$ cat config.mk
export PLATFORM = sky130hd
export DESIGN_NAME = pollSched
export DESIGN_NICKNAME = d
export VERILOG_FILES = /design/src/rtl/pollPkg.sv /design/src/rtl/pollCtrl.sv /design/src/rtl/pollDueTable.sv /design/src/rtl/pollDatapath.sv /design/src/rtl/pollSched.sv
export SDC_FILE = /design/constraint.sdc
export NUM_CORES = 1
export LEC_CHECK = 0
export BUFFER_PORTS_ARGS = -buffer_cell sky130_fd_sc_hd__buf_2
export CORE_MARGIN = 8
export CORE_UTILIZATION = 32
export CTS_CLUSTER_DIAMETER = 100
export DETAILED_ROUTE_END_ITERATION = 7
export GPL_TIMING_DRIVEN = 0
export SYNTH_ARGS = -nofsm -noshare
export SYNTH_HDL_FRONTEND = slang
export SYNTH_SLANG_ARGS = --single-unit
$ cat constraint.sdc
create_clock -name clk -period 1.8 [get_ports clk]
set_clock_uncertainty 0.15 [all_clocks]
set_input_delay 0.27 -clock clk [delete_from_list [all_inputs] [get_ports clk]]
set_output_delay 0.27 -clock clk [all_outputs]
set_load 0.05 [all_outputs]
$ cat src/rtl/pollPkg.sv
package pollPkg;
  localparam int SLOT_BITS = 5;
  localparam int CODE_W    = 3;
  localparam int MAX_CODE  = SLOT_BITS;

  typedef struct packed {
    logic incFrame;
    logic capture;
  } ctrlStrobes_t;
endpackage

$ cat src/rtl/pollCtrl.sv
module pollCtrl
  import pollPkg::*;
(
  input  logic         clk,
  input  logic         rstN,
  input  logic         frameTick,
  input  logic         rdAck,
  output ctrlStrobes_t strobes,
  output logic         rdReq,
  output logic         dueValid
);
  logic launchQ;

  always_comb begin
    strobes.incFrame = frameTick;
    strobes.capture  = launchQ;
  end

  always_ff @(posedge clk or negedge rstN) begin
    if (!rstN) begin
      launchQ  <= 1'b0;
      dueValid <= 1'b0;
      rdReq    <= 1'b0;
    end else begin
      launchQ  <= frameTick;
      dueValid <= launchQ;
      if (launchQ) rdReq <= 1'b1;
      else if (rdAck) rdReq <= 1'b0;
    end
  end
endmodule

$ cat src/rtl/pollDueTable.sv
module pollDueTable
  import pollPkg::*;
#(
  parameter int NUM_EP = 8,
  localparam int IDX_W = (NUM_EP > 1) ? $clog2(NUM_EP) : 1
) (
  input  logic                 clk,
  input  logic                 rstN,
  input  logic                 epWrEn,
  input  logic [IDX_W-1:0]     epWrIdx,
  input  logic [CODE_W-1:0]    epWrInterval,
  input  logic [SLOT_BITS-1:0] epWrPhase,
  input  logic [SLOT_BITS-1:0] frameSlot,
  output logic [NUM_EP-1:0]    dueNow
);
  logic [CODE_W-1:0]    intervalQ [NUM_EP];
  logic [SLOT_BITS-1:0] phaseQ    [NUM_EP];

  for (genvar g = 0; g < NUM_EP; g++) begin : gEp
    logic [SLOT_BITS-1:0] mask;
    logic                 enabled;

    always_ff @(posedge clk or negedge rstN) begin
      if (!rstN) begin
        intervalQ[g] <= '1;
        phaseQ[g]    <= '0;
      end else if (epWrEn && epWrIdx == IDX_W'(g)) begin
        intervalQ[g] <= epWrInterval;
        phaseQ[g]    <= epWrPhase;
      end
    end

    always_comb begin
      enabled  = (intervalQ[g] <= CODE_W'(MAX_CODE));
      mask     = ~({SLOT_BITS{1'b1}} << intervalQ[g]);
      dueNow[g] = enabled && (((frameSlot ^ phaseQ[g]) & mask) == '0);
    end
  end
endmodule

$ cat src/rtl/pollDatapath.sv
module pollDatapath
  import pollPkg::*;
#(
  parameter int ADDR_W  = 32,
  parameter int FRAME_W = 16,
  parameter int NUM_EP  = 8,
  localparam int IDX_W      = (NUM_EP > 1) ? $clog2(NUM_EP) : 1,
  localparam int ALIGN_BITS = SLOT_BITS + 2
) (
  input  logic                 clk,
  input  logic                 rstN,
  input  ctrlStrobes_t         strobes,
  input  logic                 baseWrEn,
  input  logic [ADDR_W-1:0]    baseWrData,
  input  logic                 epWrEn,
  input  logic [IDX_W-1:0]     epWrIdx,
  input  logic [CODE_W-1:0]    epWrInterval,
  input  logic [SLOT_BITS-1:0] epWrPhase,
  output logic [ADDR_W-1:0]    rdAddr,
  output logic [SLOT_BITS-1:0] leafPos,
  output logic [FRAME_W-1:0]   frameNum,
  output logic [NUM_EP-1:0]    dueVec
);
  localparam logic [ADDR_W-1:0] ALIGN_MASK = ADDR_W'((1 << ALIGN_BITS) - 1);

  logic [ADDR_W-1:0]    baseReg;
  logic [SLOT_BITS-1:0] frameSlot;
  logic [SLOT_BITS-1:0] slotRev;
  logic [NUM_EP-1:0]    dueNow;
  logic [ADDR_W-1:0]    entryAddr;

  assign frameSlot = frameNum[SLOT_BITS-1:0];

  for (genvar b = 0; b < SLOT_BITS; b++) begin : gRev
    assign slotRev[b] = frameSlot[SLOT_BITS-1-b];
  end

  assign entryAddr = (baseReg & ~ALIGN_MASK) | ADDR_W'({frameSlot, 2'b00});

  pollDueTable #(.NUM_EP(NUM_EP)) u_dueTable (
    .clk          (clk),
    .rstN         (rstN),
    .epWrEn       (epWrEn),
    .epWrIdx      (epWrIdx),
    .epWrInterval (epWrInterval),
    .epWrPhase    (epWrPhase),
    .frameSlot    (frameSlot),
    .dueNow       (dueNow)
  );

  always_ff @(posedge clk or negedge rstN) begin
    if (!rstN) begin
      frameNum <= '0;
      baseReg  <= '0;
      rdAddr   <= '0;
      leafPos  <= '0;
      dueVec   <= '0;
    end else begin
      if (strobes.incFrame) frameNum <= frameNum + FRAME_W'(1);
      if (baseWrEn) baseReg <= baseWrData;
      if (strobes.capture) begin
        rdAddr  <= entryAddr;
        leafPos <= slotRev;
        dueVec  <= dueNow;
      end else begin
        dueVec  <= '0;
      end
    end
  end
endmodule

$ cat src/rtl/pollSched.sv
module pollSched
  import pollPkg::*;
#(
  parameter int ADDR_W  = 32,
  parameter int FRAME_W = 16,
  parameter int NUM_EP  = 8,
  localparam int IDX_W  = (NUM_EP > 1) ? $clog2(NUM_EP) : 1
) (
  input  logic                 clk,
  input  logic                 rstN,
  input  logic                 frameTick,
  input  logic                 baseWrEn,
  input  logic [ADDR_W-1:0]    baseWrData,
  input  logic                 epWrEn,
  input  logic [IDX_W-1:0]     epWrIdx,
  input  logic [CODE_W-1:0]    epWrInterval,
  input  logic [SLOT_BITS-1:0] epWrPhase,
  input  logic                 rdAck,
  output logic                 rdReq,
  output logic [ADDR_W-1:0]    rdAddr,
  output logic [SLOT_BITS-1:0] leafPos,
  output logic [FRAME_W-1:0]   frameNum,
  output logic                 dueValid,
  output logic [NUM_EP-1:0]    dueVec
);
  ctrlStrobes_t strobes;

  pollCtrl u_ctrl (
    .clk       (clk),
    .rstN      (rstN),
    .frameTick (frameTick),
    .rdAck     (rdAck),
    .strobes   (strobes),
    .rdReq     (rdReq),
    .dueValid  (dueValid)
  );

  pollDatapath #(.ADDR_W(ADDR_W), .FRAME_W(FRAME_W), .NUM_EP(NUM_EP)) u_dp (
    .clk          (clk),
    .rstN         (rstN),
    .strobes      (strobes),
    .baseWrEn     (baseWrEn),
    .baseWrData   (baseWrData),
    .epWrEn       (epWrEn),
    .epWrIdx      (epWrIdx),
    .epWrInterval (epWrInterval),
    .epWrPhase    (epWrPhase),
    .rdAddr       (rdAddr),
    .leafPos      (leafPos),
    .frameNum     (frameNum),
    .dueVec       (dueVec)
  );
endmodule

* Word level (Yosys, flattened, before mapping)
Index checks and enable logic that the tools add are counted.
** Operators by class
- Add/sub/neg operators :: 1
- Magnitude comparators :: 8
- Equal/unequal tests :: 7
- Shift-type cells :: 8
- Multiplexer cells :: 3
- Bitwise logic cells :: 25
- Reductions and logical operators :: 26
** Operators by type and width (count)
- $and 5x5->5 :: 8
- $logic_not 5->1 :: 8
- $not 5->5 :: 8
- $shl 5x3->5 const A :: 8
- $xor 5x5->5 :: 8
- $or 32x7->32 :: 1
- $le 3x3->1 const B :: 8
- $add 16x1->16 const B :: 1
- $logic_and 1x1->1 :: 16
- $eq 3x3->1 const B :: 4
- $mux 8 :: 1
- $eq 3x2->1 const B :: 2
- $eq 3x1->1 const B :: 1
- $logic_not 3->1 :: 1
- $mux 1 :: 2
- $reduce_bool 2->1 :: 1
** Word-level totals
- Bits in registers :: 160
- Input port bits :: 49
- Output and inout bits :: 63
- Logic and storage cells :: 102

* Depth between registers and ports, before layout
- Depth in word-level cells :: 6
- Depth in mapped cells :: 6
- Depth with buffers taken out :: 5

* By module
Synthesis repeated with hierarchy kept, for this count alone.
** Unflattened totals
- Cell total of the unflattened synthesis :: 439
- Area total of the unflattened synthesis :: 6321.1 µm²
** Modules (own cells, without submodules)
- pollDueTable :: times used 1, cells an instance 237, area an instance 3196.8 µm², sequential area each 1631.6 µm²
- pollDatapath :: times used 1, cells an instance 195, area an instance 3022.9 µm², sequential area each 1976.9 µm²
- pollCtrl :: times used 1, cells an instance 7, area an instance 101.3 µm², sequential area each 75.1 µm²

* Worst setup path after synthesis
OpenSTA, ideal clock, no wires.
- Path kind :: reg2reg
- Start point :: reg u_dp.frameNum[0]
- End point :: reg u_dp.frameNum[14]
- Setup time :: 0.082 ns
- Arrival :: 1.627 ns
- Data required time :: 1.568 ns
- Slack :: -0.059 ns
- Stages on the path, launching flop included :: 6
- Buffers on the path :: 0
- Period minus slack after synthesis :: 1.859 ns
- Cell sequence :: dfrtp_1 > ha_1 > and3_1 > nand2_1 > nor4_2 > xor2_1
** On the way
- Word-level cells in the longest chain between the ends :: 1
** Ends and longest elaborated chain
- start, declared :: line pollDatapath.sv:21 : output logic [FRAME_W-1:0] frameNum,
- start signal, assigned :: line pollDatapath.sv:59 : if (strobes.incFrame) frameNum <= frameNum + FRAME_W'(1);
- $add 16x1->16 :: line pollDatapath.sv:59
Every way passes these cells.
A chain may end at the register's enable or synchronous reset.

* Worst setup path after layout
- Start point :: reg u_dp.frameNum[0]
- End point :: reg u_dp.dueVec[6]
** On the way
- Word-level cells in the longest chain between the ends :: 5
** Ends and longest elaborated chain
- $xor 5x5->5 :: line pollDueTable.sv:36 : dueNow[g] = enabled && (((frameSlot ^ phaseQ[g]) & mask) == '0);
- $and 5x5->5 :: line pollDueTable.sv:36
- $logic_not 5->1 :: line pollDueTable.sv:36
- $logic_and 1x1->1 :: line pollDueTable.sv:36
- $mux 8 :: line pollDatapath.sv:61 : if (strobes.capture) begin
- end signal, assigned :: line pollDatapath.sv:64 : dueVec <= dueNow;
- end, declared :: line pollDatapath.sv:22 : output logic [NUM_EP-1:0] dueVec
Every way passes these cells.

==> impl.org <==
** Pwr
- Tot Pwr :: 12.20 mW
- Peak ir drop on the vdd network :: 1170 µV
- Pwr/cell area :: 1508 nW/µm²
- Of the total power, the share spent switching nets is 0.3602.
- Internal :: 7.806 mW
- Switching power summed over all nets :: 4.396 mW
- The analysis attributes to cell leakage a power of 3.644 nW.
- Share of total power in sequential cells :: 0.371
- Combinational group share of total power :: 0.328
- Clock network power share :: 0.301

** Logic synthesis
- After synthesis, the most frequently instantiated cells are 122 x sky130_fd_sc_hd__dfrtp_1, 118 x sky130_fd_sc_hd__mux2_2, 34 x sky130_fd_sc_hd__xor2_1.
- Post-synthesis sequential area ratio :: 0.5825
- Distinct cell type count of the synthesized netlist :: 35
- The synthesized netlist occupies a cell area of 6324 µm².
- Synthesis produced 443 cells.
- Yosys instantiated no cell more often than sky130_fd_sc_hd__dfrtp_1.
- Fraction of registers with async set or reset after synthesis :: 1.000
- A synthesized cell averages 14.27 µm².
- Among all flip-flop cells after synthesis, the most frequent one is sky130_fd_sc_hd__dfrtp_1.
- Synthesized flop and latch total :: 146
- Cells taking the most area after synthesis :: sky130_fd_sc_hd__dfrtp_1 48%, sky130_fd_sc_hd__mux2_2 21%, sky130_fd_sc_hd__dfstp_2 10%, sky130_fd_sc_hd__xor2_1 4.7%, sky130_fd_sc_hd__xnor2_1 2.9%
- Synth area leader :: sky130_fd_sc_hd__dfrtp_1
- Yosys printed 0 warnings.
- Yosys top cell area share :: 0.4828
- Number of flops mapped to enable cells by yosys :: 0

** Cells and area
- Ratio of cells with drive above 1 in the final layout :: 0.5100
- Antenna diode count :: 0
- Growth of design area from synthesis to finish :: 28.00%
- For this run, the number of standard cells in the final layout without fillers is 865.
- Total number of nets in the final design :: 637
- Final Cell Area :: 8094 µm²
- The filler cells instantiated in the layout total 1847.

** Floorplan
- Floorplan core area :: 19400 µm²
- The die covers 24520 µm².
- In this run the horizontal extent of the chip is 156.6 µm.
- DIE HEIGHT :: 156.6 µm
- In this run the count of I/O pins placed on the die edge is 112.
- In this run the core area contains 51 standard-cell rows.
- Starting Density :: 0.3260

** Place
- Pre-CTS setup slack :: -0.3285 ns
- Placed cell area :: 7183 µm²
- Buffers placed on the I/O ports in this run total 97.
- Total instance count after detailed placement :: 807
- Global placement routability congestion :: 0.7437
- Total half-perimeter wirelength after legalization and detailed placement :: 9907 µm

** Status
- Result of the run :: completed

** Clock tree
- Latest clock arrival within the worst-skew pair :: 0.41 ns
- # clock sinks :: 146
- The number of setup buffers added after CTS is 0.
- TritonCTS built the clock tree.
- Number of H-tree branching levels :: 4
- Total CTS buffers :: 17
- The root buffer cell chosen for the clock tree is sky130_fd_sc_hd__clkbuf_16.
- The longest clock path from root to sink contains 2 buffers.
- After clock tree synthesis, the clock-pin slew on the worst setup and hold paths is 0.06 ns.

** Critical path
- Worst path cell trace :: buf_6 > xor2_1 > nand2b_1 > a2111oi_2 > o211a_1
- STA classifies the critical path endpoint as a register.
- The largest single stage delay on the critical path is 0.44 ns.
- Worst path buffer plus inverter count :: 1
- Maximum fanout along the worst path :: 10
- At the worst endpoint, the arrival time is 1.93 ns.
- The worst setup path is launched from a register.
- For flop-to-flop paths, the worst setup slack is 0.06 ns.
- The worst register-to-register path begins at u_dp.frameNum[0]$_DFFE_PN0P_.
- Among all stages on the critical path, the largest delay is contributed by sky130_fd_sc_hd__dfrtp_2.
- The worst setup path is of the reg -> reg kind.
- Measured in cells, the most critical reg-to-reg path has a length of 5.
- In this run the critical register-to-register path is captured at u_dp.dueVec[6]$_DFF_PN0_.
- Top Family by Delay on Critical Path :: compound AO/OA/AOI/OAI gates
- Required time of the critical path :: 1.99 ns

** Routing
- Total wire length after detailed routing :: 14350 µm
- In the final routed layout, each cell accounts on average for 16.58 µm.
- Number of optimization iterations in the first detailed-route pass :: 4
- Vias per inst :: 4.572
- Number of design-rule violations left by the first detailed-router iteration :: 68
- Vias :: 3955
- DRC violations left :: 0
- ANT nets after route :: 0

** Timing
- Post-route minimum period :: 1.740 ns
- Setup violations remaining at the end of the flow were counted as 0.
- Setup repair after global routing left no endpoint under its margin.
- In this run the tightest slew margin relative to its limit is 0.5811.
- Hold Vio Cnt, Final :: 0
- Share of the clock period used by the worst path after layout :: 0.9666
- For the pin with the worst max-slew slack, the measured transition is 0.6250 ns.
- After layout, the worst setup slack is 0.06004 ns.
- Highest clock frequency the design can meet :: 574.7 MHz
- Final Slew Violations :: 0
- Final-layout worst hold slack :: 0.05104 ns

** Global routing
- Maximum number of pins on one net before global-route repair :: 100
- The initial antenna violation count was 0.
- The total overflow left after global routing is 0.
- Wire length of the first global-routing pass :: 23650 µm
- Number of global-route vias before repair :: 4358
- Across every metal layer, demand over resource in global routing totals 0.1247.

** Hold path
- Hold crit path type :: in -> reg
- Hold_sp :: epWrInterval[2]
- Worst Hold Path EP :: u_dp.u_dueTable.intervalQ[20]$_DFFE_PN1P_
- Counting instances, the worst hold path has a depth of 3.

** Job
- Across the run, the number of max-cap violations was 0.
[kinds of logic (layout without fill, tap and decap cells)]
group | Yosys count | after routing | synth area share
mux | 118 | 118 | 0.2101
flops | 146 | 146 | 0.5825
compound gates | 45 | 45 | 0.05085
buf+inv | 27 | 183 | 0.02552
xor+xnor | 55 | 55 | 0.07618
fa+ha+maj | 1 | 1 | 0.001978
simple gates | 50 | 50 | 0.05224
other cells | 1 | 2 | 0.0005930
[area by class of cell]
| class | count | area (µm²) | area share |
|---|---|---|---|
| multi-input combinational | 271 | 2492 | 0.3079 |
| sequential | 146 | 3689 | 0.4557 |
| clock inverter | 10 | 148.9 | 0.01840 |
| timing repair buffer | 126 | 799.5 | 0.09878 |
| tap | 265 | 331.6 | 0.04096 |
| inverter | 3 | 11.26 | 0.001391 |
| clock buffer | 22 | 474.2 | 0.05859 |
| buffer | 22 | 147.6 | 0.01824 |
[metal layers]
layer	track usage	part of all wire
met1	0.1498	0.43
met2	0.2115	0.52
met3	0.03006	0.033
met4	0.04943	0.019
met5	0	0
[power by group through the flow]
| stage | logic [mW] | clock network [mW] | registers [mW] |
|---|---|---|---|
| floorplan | 2.06 | 0 | 5.43 |
| global placement | 3.91 | 0 | 4.54 |
| detailed placement | 3.97 | 0 | 4.58 |
| CTS | 4.05 | 3.77 | 4.54 |
| global route | 4.30 | 3.93 | 4.63 |
| finish | 4.00 | 3.67 | 4.53 |
[placed cells by master (no fill, tap or decap), types with 4 or more instances in the layout]
master and instances:
sky130_fd_sc_hd__a2111oi_2 5, sky130_fd_sc_hd__a21oi_1 22, sky130_fd_sc_hd__buf_2 103, sky130_fd_sc_hd__buf_4 8, sky130_fd_sc_hd__buf_6 4, sky130_fd_sc_hd__clkbuf_1 5
sky130_fd_sc_hd__clkbuf_16 17, sky130_fd_sc_hd__dfrtp_1 118, sky130_fd_sc_hd__dfrtp_2 4, sky130_fd_sc_hd__dfstp_2 24, sky130_fd_sc_hd__dlygate4sd3_1 28, sky130_fd_sc_hd__mux2_2 118
sky130_fd_sc_hd__nand2_1 10, sky130_fd_sc_hd__nand2b_1 6, sky130_fd_sc_hd__nor2_1 8, sky130_fd_sc_hd__o211a_1 6, sky130_fd_sc_hd__o21ai_0 6, sky130_fd_sc_hd__xnor2_1 21
sky130_fd_sc_hd__xor2_1 34
[worst max path at each step]
stage	from	cells past startpoint	slack [ns]	to
5_1_grt	u_dp.frameNum[0]$_DFFE_PN0P_	5	0.004	u_dp.dueVec[6]$_DFF_PN0_
2_1_floorplan	u_dp.frameNum[3]$_DFFE_PN0P_	5	0.09	u_dp.dueVec[4]$_DFF_PN0_
3_3_place_gp	rstN	1	-1.85	u_dp.frameNum[0]$_DFFE_PN0P_
6_report	u_dp.frameNum[0]$_DFFE_PN0P_	5	0.06	u_dp.dueVec[6]$_DFF_PN0_
4_1_cts	u_dp.frameNum[1]$_DFFE_PN0P_	5	0.001	u_dp.dueVec[6]$_DFF_PN0_
3_5_place_dp	u_ctrl.launchQ$_DFF_PN0_	4	-0.33	u_dp.dueVec[0]$_DFF_PN0_
[sequential cells by signal, indices dropped and copies added (netlist names)]
name,cells
u_ctrl.launchQ,1
u_ctrl.rdReq,1
u_dp.baseReg,25
u_dp.u_dueTable.intervalQ,24
u_dp.u_dueTable.phaseQ,40
u_dp.dueVec,8
u_dp.rdAddr,26
u_ctrl.dueValid,1
u_dp.frameNum,16
u_dp.leafPos,4
[metrics by stage]
stage	setup TNS, ns	util
6_report	0	0.4172
5_1_grt	0	0.4172
4_1_cts	0	0.4169
3_5_place_dp	-0.7771	0.3703
3_3_place_gp	-216.99	0.3686
2_1_floorplan	0	-
[timing repair]
action / in CTS / in global routing
endpoints found under the setup margin: 9 / 6
hold buffers: 28 / 0
pin swaps: 0 / 1
hold endpoints to repair: 75 / 0
gates resized for setup: 1 / 5
[worst register-to-register path, cell delays in order, from the launching register on]
cell	delay (ns)
sky130_fd_sc_hd__dfrtp_2	0.44
sky130_fd_sc_hd__buf_6	0.17
sky130_fd_sc_hd__xor2_1	0.18
sky130_fd_sc_hd__nand2b_1	0.18
sky130_fd_sc_hd__a2111oi_2	0.34
sky130_fd_sc_hd__o211a_1	0.20
No activity file was read; power rests on OpenSTA's default activity.
